[src/rtl/wdt_pkg.sv]
package wdt_pkg;

    localparam int REG_AW  = 4;
    localparam int BUS_DW  = 32;

    typedef enum logic [REG_AW-1:0] {
        RA_CTRL = 4'd0,
        RA_PSCL = 4'd1,
        RA_DIVD = 4'd2,
        RA_LOAD = 4'd3,
        RA_STRB = 4'd4,
        RA_CNT  = 4'd5,
        RA_IEN  = 4'd6,
        RA_IFLG = 4'd7,
        RA_STAT = 4'd8
    } reg_addr_e;

    // control word: bit2 clock select, bit1 reset enable, bit0 run
    typedef struct packed {
        logic clk_sel;
        logic rst_en;
        logic en;
    } ctrl_t;

    // single-cycle pulses decoded from bus writes
    typedef struct packed {
        logic reload;
        logic pre_restart;
        logic flag_clr;
        logic stat_clr;
    } bus_pulse_t;

    function automatic bus_pulse_t decode_pulses(input logic wr,
                                                 input logic [REG_AW-1:0] addr,
                                                 input logic [1:0] low_bits);
        bus_pulse_t p;
        p.reload      = wr && (addr == RA_STRB) && low_bits[0];
        p.pre_restart = wr && (addr == RA_STRB) && low_bits[1];
        p.flag_clr    = wr && (addr == RA_IFLG) && low_bits[0];
        p.stat_clr    = wr && (addr == RA_STAT) && low_bits[0];
        return p;
    endfunction

endpackage

[src/rtl/wdt_regs.sv]
module wdt_regs
    import wdt_pkg::*;
#(
    parameter int PS_W  = 32,
    parameter int DIV_W = 16,
    parameter int CNT_W = 32
) (
    input  logic                 clk,
    input  logic                 rst,
    input  logic                 bus_wr,
    input  logic                 bus_rd,
    input  logic [REG_AW-1:0]    bus_addr,
    input  logic [BUS_DW-1:0]    bus_wdata,
    output logic [BUS_DW-1:0]    bus_rdata,
    input  logic [CNT_W-1:0]     live_count,
    input  logic                 flag,
    input  logic                 wd_status,
    output ctrl_t                ctrl,
    output logic [PS_W-1:0]      ps_val,
    output logic [DIV_W-1:0]     div_val,
    output logic [CNT_W-1:0]     load_val,
    output logic                 ien,
    output bus_pulse_t           pulses
);

    logic [BUS_DW-1:0] rd_mux;

    always_ff @(posedge clk) begin
        if (rst) begin
            ctrl     <= '0;
            ps_val   <= '0;
            div_val  <= '0;
            load_val <= '0;
            ien      <= 1'b0;
        end else if (bus_wr) begin
            case (bus_addr)
                RA_CTRL: ctrl     <= ctrl_t'(bus_wdata[2:0]);
                RA_PSCL: ps_val   <= bus_wdata[PS_W-1:0];
                RA_DIVD: div_val  <= bus_wdata[DIV_W-1:0];
                RA_LOAD: load_val <= bus_wdata[CNT_W-1:0];
                RA_IEN:  ien      <= bus_wdata[0];
                default: ;
            endcase
        end
    end

    always_comb begin
        pulses = decode_pulses(bus_wr, bus_addr, bus_wdata[1:0]);
    end

    always_comb begin
        rd_mux = '0;
        case (bus_addr)
            RA_CTRL: rd_mux = BUS_DW'(ctrl);
            RA_PSCL: rd_mux = BUS_DW'(ps_val);
            RA_DIVD: rd_mux = BUS_DW'(div_val);
            RA_LOAD: rd_mux = BUS_DW'(load_val);
            RA_CNT:  rd_mux = BUS_DW'(live_count);
            RA_IEN:  rd_mux = BUS_DW'(ien);
            RA_IFLG: rd_mux = BUS_DW'(flag);
            RA_STAT: rd_mux = BUS_DW'(wd_status);
            default: rd_mux = '0;
        endcase
        bus_rdata = bus_rd ? rd_mux : '0;
    end

endmodule

[src/rtl/wdt_timebase.sv]
module wdt_timebase #(
    parameter int PS_W  = 32,
    parameter int DIV_W = 16
) (
    input  logic             clk,
    input  logic             rst,
    input  logic             run,
    input  logic             qual,
    input  logic             restart,
    input  logic [PS_W-1:0]  ps_val,
    input  logic [DIV_W-1:0] div_val,
    output logic             tick
);

    localparam logic [PS_W-1:0]  PS_ONE  = PS_W'(1);
    localparam logic [DIV_W-1:0] DIV_ONE = DIV_W'(1);

    logic [PS_W-1:0]  pre_cnt;
    logic [DIV_W-1:0] div_cnt;
    logic [PS_W-1:0]  pre_last;
    logic [DIV_W-1:0] div_last;
    logic             pre_hit;
    logic             div_hit;
    logic             advance;

    // a zero limit behaves as a limit of one
    always_comb begin
        pre_last = (ps_val  == '0) ? '0 : ps_val  - PS_ONE;
        div_last = (div_val == '0) ? '0 : div_val - DIV_ONE;
        pre_hit  = (pre_cnt == pre_last);
        div_hit  = (div_cnt == div_last);
        advance  = run && qual && !restart;
        tick     = advance && pre_hit && div_hit;
    end

    always_ff @(posedge clk) begin
        if (rst || restart || !run) begin
            pre_cnt <= '0;
            div_cnt <= '0;
        end else if (advance) begin
            if (pre_hit) begin
                pre_cnt <= '0;
                div_cnt <= div_hit ? '0 : div_cnt + DIV_ONE;
            end else begin
                pre_cnt <= pre_cnt + PS_ONE;
            end
        end
    end

endmodule

[src/rtl/wdt_core.sv]
module wdt_core #(
    parameter int CNT_W     = 32,
    parameter int RST_PULSE = 16
) (
    input  logic             clk,
    input  logic             rst,
    input  logic             run,
    input  logic             rst_en,
    input  logic             tick,
    input  logic             reload,
    input  logic [CNT_W-1:0] load_val,
    input  logic             flag_clr,
    input  logic             stat_clr,
    output logic [CNT_W-1:0] count,
    output logic             flag,
    output logic             wd_status,
    output logic             wd_reset
);

    localparam int PW = $clog2(RST_PULSE + 1);
    localparam logic [PW-1:0]    PULSE_LEN = PW'(RST_PULSE);
    localparam logic [CNT_W-1:0] CNT_ONE   = CNT_W'(1);

    logic [PW-1:0] pulse_left;
    logic          expire;

    always_comb begin
        expire   = run && tick && !reload && (count == CNT_ONE);
        wd_reset = (pulse_left != '0);
    end

    always_ff @(posedge clk) begin
        if (rst) begin
            count <= '0;
        end else if (reload) begin
            count <= load_val;
        end else if (run && tick && count != '0) begin
            count <= count - CNT_ONE;
        end
    end

    always_ff @(posedge clk) begin
        if (rst) begin
            flag <= 1'b0;
        end else if (expire) begin
            flag <= 1'b1;
        end else if (flag_clr) begin
            flag <= 1'b0;
        end
    end

    always_ff @(posedge clk) begin
        if (rst) begin
            wd_status  <= 1'b0;
            pulse_left <= '0;
        end else begin
            if (expire && rst_en) begin
                wd_status <= 1'b1;
            end else if (stat_clr) begin
                wd_status <= 1'b0;
            end
            if (expire && rst_en) begin
                pulse_left <= PULSE_LEN;
            end else if (pulse_left != '0) begin
                pulse_left <= pulse_left - PW'(1);
            end
        end
    end

endmodule

[src/rtl/wdt_prescaled.sv]
module wdt_prescaled
    import wdt_pkg::*;
#(
    parameter int PS_W      = 32,
    parameter int DIV_W     = 16,
    parameter int CNT_W     = 32,
    parameter int RST_PULSE = 16
) (
    input  logic        clk,
    input  logic        rst,
    input  logic        bus_wr,
    input  logic        bus_rd,
    input  logic [3:0]  bus_addr,
    input  logic [31:0] bus_wdata,
    output logic [31:0] bus_rdata,
    input  logic        slow_tick,
    output logic        irq,
    output logic        wd_reset
);

    ctrl_t             ctrl_q;
    bus_pulse_t        strobes;
    logic [PS_W-1:0]   ps_q;
    logic [DIV_W-1:0]  div_q;
    logic [CNT_W-1:0]  load_q;
    logic [CNT_W-1:0]  count_q;
    logic              ien_q;
    logic              flag_q;
    logic              stat_q;
    logic              tick;
    logic              qual;

    assign qual = ctrl_q.clk_sel ? slow_tick : 1'b1;
    assign irq  = flag_q && ien_q;

    wdt_regs #(.PS_W(PS_W), .DIV_W(DIV_W), .CNT_W(CNT_W)) u_regs (
        .clk(clk), .rst(rst),
        .bus_wr(bus_wr), .bus_rd(bus_rd), .bus_addr(bus_addr),
        .bus_wdata(bus_wdata), .bus_rdata(bus_rdata),
        .live_count(count_q), .flag(flag_q), .wd_status(stat_q),
        .ctrl(ctrl_q), .ps_val(ps_q), .div_val(div_q), .load_val(load_q),
        .ien(ien_q), .pulses(strobes)
    );

    wdt_timebase #(.PS_W(PS_W), .DIV_W(DIV_W)) u_timebase (
        .clk(clk), .rst(rst), .run(ctrl_q.en), .qual(qual),
        .restart(strobes.pre_restart), .ps_val(ps_q), .div_val(div_q),
        .tick(tick)
    );

    wdt_core #(.CNT_W(CNT_W), .RST_PULSE(RST_PULSE)) u_core (
        .clk(clk), .rst(rst), .run(ctrl_q.en), .rst_en(ctrl_q.rst_en),
        .tick(tick), .reload(strobes.reload), .load_val(load_q),
        .flag_clr(strobes.flag_clr), .stat_clr(strobes.stat_clr),
        .count(count_q), .flag(flag_q), .wd_status(stat_q),
        .wd_reset(wd_reset)
    );

endmodule

[config.mk]
export PLATFORM = sky130hd
export DESIGN_NAME = wdt_prescaled
export DESIGN_NICKNAME = d
export VERILOG_FILES = /design/src/rtl/wdt_pkg.sv /design/src/rtl/wdt_regs.sv /design/src/rtl/wdt_timebase.sv /design/src/rtl/wdt_core.sv /design/src/rtl/wdt_prescaled.sv
export SDC_FILE = /design/constraint.sdc
export NUM_CORES = 1
export LEC_CHECK = 0
export BUFFER_PORTS_ARGS = -buffer_cell sky130_fd_sc_hd__buf_2
export CAP_MARGIN = 15
export CORE_UTILIZATION = 30
export DETAILED_ROUTE_END_ITERATION = 12
export MAX_ROUTING_LAYER = met4
export PLACE_DENSITY_LB_ADDON = 0.05
export SKIP_LAST_GASP = 1
export SLEW_MARGIN = 20
export SYNTH_ARGS = -nofsm -noshare
export SYNTH_HDL_FRONTEND = slang
export SYNTH_SLANG_ARGS = --single-unit
[constraint.sdc]
create_clock -name clk -period 4.3 [get_ports clk]
set_clock_uncertainty 0.2 [all_clocks]
set_input_delay 0.86 -clock clk [delete_from_list [all_inputs] [get_ports clk]]
set_output_delay 0.86 -clock clk [all_outputs]
set_load 0.05 [all_outputs]
==> results.py <==
metrics = {
    "global_routing": {
        "antenna_found_initial": 0,
        "grt_pass1_wl_mm": 66.9,
        "grtUsageTotal_pct": 25.1,
        "first_global_vias": 11000,
        "grt_max_degree": 70,
        "grt_remaining_overflow": 0,
    },
    "layout": {
        "multi_input_area_sq_um": 7300,
        "nFillCells": 3665,
        "seqCellArea_sq_um": 3430,
        "post-route-util_pct": 40.5,
        "synthToLayoutAreaGrowth_pct": 32.1,
        "drive_above_1_share_pct": 26.6,
        "diodes": 0,
        "fin_nets": 1665,
    },
    "setup_path": {
        "critical_path_class": "flip-flop to flip-flop",
        "worstSetupEndpointType": "flip-flop",
        "critPathMaxFanout": 8,
        "arrival_ns": 4.77,
        "start_kind": "flip-flop",
        "required_ns": 4.48,
    },
    "yosys": {
        "yosys_warnings": 0,
        "synth_top_area_share_pct": 32.1,
        "synth_top_flop_cell": "dfxtp_1",
        "postSynthAreaPerCell_sq_um": 7.45,
        "synth_most_common_cell": "nand2_1",
        "synth_cells": 1429,
        "synth.yosys.seq_area_share_pct": 32.1,
        "synth_fp_nets": 1478,
        "ys_types": 84,
        "synth_area_leader_cell": "dfxtp_1",
        "synth-edff-count": 0,
        "async_flop_share_pct": 0,
        "synth_seq_cells": 171,
        "synthTopCellsByCount": "nand2_1 (239), dfxtp_1 (171), a21oi_1 (134), nor2_1 (122), clkbuf_1 (96)",
        "syn-cell-area_sq_um": 10700,
        "synth_area_leaders": "dfxtp_1 (32%), nand2_1 (8.4%), a21oi_1 (6.3%)",
    },
    "detailed_routing": {
        "viasPerCell": 5.45,
        "ant_nets": 0,
        "drt_iter0_markers": 803,
        "wirelength_mm": 43.1,
        "avgRoutedWirePerCell_um": 20.7,
        "num_vias": 11400,
        "firstDrtPassIters": 7,
        "drc_errors": 0,
    },
    "sta": {
        "tightest_slew_ns": 0.977,
        "rsz0062_at_grt": "true",
        "slew_headroom_pct": 34.8,
        "setup_violations": 68,
        "fin_crit_ns": 4.58,
        "hold_slack_ns": 0.267,
        "hold_violations": 0,
        "max_freq_mhz": 218,
        "drv_slew": 0,
        "fin_crit_sh_pct": 107,
        "setup_ws_ns": -0.282,
    },
    "run": {
        "max_cap_violations": 0,
    },
    "run_status": {
        "outcome": "finished, violations left",
        "violations": "negative setup slack",
    },
    "floorplan": {
        "die_area_sq_um": 36300,
        "io_pins": 75,
        "start_util_pct": 30.7,
        "dieWidth_um": 190,
        "fp.dieH_um": 190,
        "coreArea_sq_um": 34700,
        "rows": 68,
    },
    "clock_tree": {
        "cts.clk_slew.worst_paths_ns": 0.07,
        "cts_max_level": 4,
        "clkLatencyLatePin_ns": 0.46,
        "cts_tree": "yes",
        "cts_root_buf": "clkbuf_16",
        "cts_buffers": 17,
        "cts_sinks": 171,
        "cts_buffer_depth": 2,
    },
    "power_and_ir_drop": {
        "leakage_nw": 5.29,
        "vdd_ir_drop_max_uv": 301,
        "power.density_nw_per_um2": 290,
    },
    "placement": {
        "gp_congestion": 0.921,
        "io_buffers": 74,
        "hpwl_mm": 31.7,
    },
    "worst_hold_path": {
        "hold_class": "flip-flop to flip-flop",
    },
}
==> through the flow <==
stage | TNS (ns) | cells | area (sq um) | setup WS (ns) | power (mW)
after floorplan | -0.234 | 1429 | 10700 | -0.0787 | 2.20
after global placement | -14.44 | 2029 | 12700 | -0.337 | 2.54
after detailed placement | -18.73 | 2029 | 12700 | -0.421 | 2.54
after CTS | -12.78 | 2081 | 13700 | -0.280 | 4.10
after global routing | -19.57 | 2084 | 14100 | -0.437 | 4.26
final | -7.32 | 2084 | 14100 | -0.282 | 4.09
==> cells by family after synthesis <==
family                   Yosys count  share of synthesized area, %
buffers and inverters            138                          5.04
adder cells (fa/ha/maj)            8                         0.940
flip-flops                       171                          32.1
AND/OR/NAND/NOR                  661                          31.7
XOR/XNOR                          96                          8.02
AO/OA/AOI/OAI                    344                          21.0
multiplexers                      11                          1.17
==> worst max-delay path, stage by stage (launching register included) <==
cell      delay (ns)
dfxtp_1         0.31
or4_1           0.66
o41ai_2         0.41
o311ai_1        0.21
a211o_1         0.28
a211o_1         0.26
or4_4           0.53
or4_4           0.56
nor4_4          0.20
buf_4           0.17
buf_6           0.10
nand3_4         0.10
or3_4           0.40
a21oi_2         0.12
==> flip-flops by register name, summed over array words and instances (netlist names) <==
signal              count
u_regs.div_val         16
u_timebase.div_cnt     16
u_regs.ien              1
u_regs.ps_val          32
u_core.count           32
u_core.wd_status        1
u_regs.ctrl             3
u_regs.load_val        32
u_core.pulse_left       5
u_timebase.pre_cnt     32
u_core.flag             1
==> layout by cell type, fill, tap and decap left out, types with 7 or more instances in the layout <==
cell,n
buf_6,17
nand2b_1,10
nor4_4,7
nor2_4,21
mux2i_1,8
buf_12,10
and2_1,8
buf_2,73
inv_1,23
a21oi_2,7
a222oi_1,17
and3_1,19
nor2b_1,10
a22oi_1,32
nand2_1,232
nor4_1,17
nand4_1,27
buf_4,178
dfxtp_1,169
nor2_1,93
a211oi_1,20
xor2_1,49
nand3_1,34
a21oi_1,127
clkbuf_16,17
o21ai_0,41
xnor2_1,44
or3_1,28
ha_1,7
or4_1,18
o211ai_1,8
nor2_2,8
a311oi_1,10
o31ai_1,12
nor3_1,44
==> worst paths after layout <==
kind,startpoint,to,slack [ns],cells after the start
hold / removal,u_regs.load_val[22],u_core.count[22],0.27,2
hold reg to reg,u_regs.load_val[22],u_core.count[22],0.27,2
setup / recovery,u_regs.ps_val[24],u_timebase.div_cnt[12],-0.28,13
setup reg to reg,u_regs.ps_val[24],u_timebase.div_cnt[12],-0.28,13
==> report_power, final <==
group / switching (mW) / total, mW / leakage (nW) / internal, mW
logic: 0.514 / 0.917 / 3.63 / 0.403
clock network: 0.736 / 1.52 / 0.276 / 0.785
registers: 0.0302 / 1.65 / 1.38 / 1.62
total: 1.28 / 4.09 / 5.29 / 2.81
==> layout make-up <==
class                           count  share of cell area [%]
Clock inverter                     13                   0.801
Inverter                           25                   0.685
Timing Repair Buffer              279                    15.0
Sequential cell                   171                    24.4
Clock buffer                       19                    3.22
Multi-Input combinational cell   1122                    51.9
Tap cell                          455                    4.05
==> per-layer routing <==
metal,up-vias,global-route usage (%),wire (um)
li1,5534,-,-
met1,5489,33.8,20600
met2,282,39.4,19900
met3,45,3.15,1700
met4,0,6.65,830
met5,-,-,0
==> what timing repair did <==
action | CTS | global route
hold buffers | 0 | 0
resized for setup | 72 | 90
buffers inserted | 15 | 8
endpoints found under the hold margin | 0 | 0
endpoints found under the setup margin | 86 | 86
cloned | 5 | 0
pin swaps | 65 | 52
No activity file was read; power rests on OpenSTA's default activity.
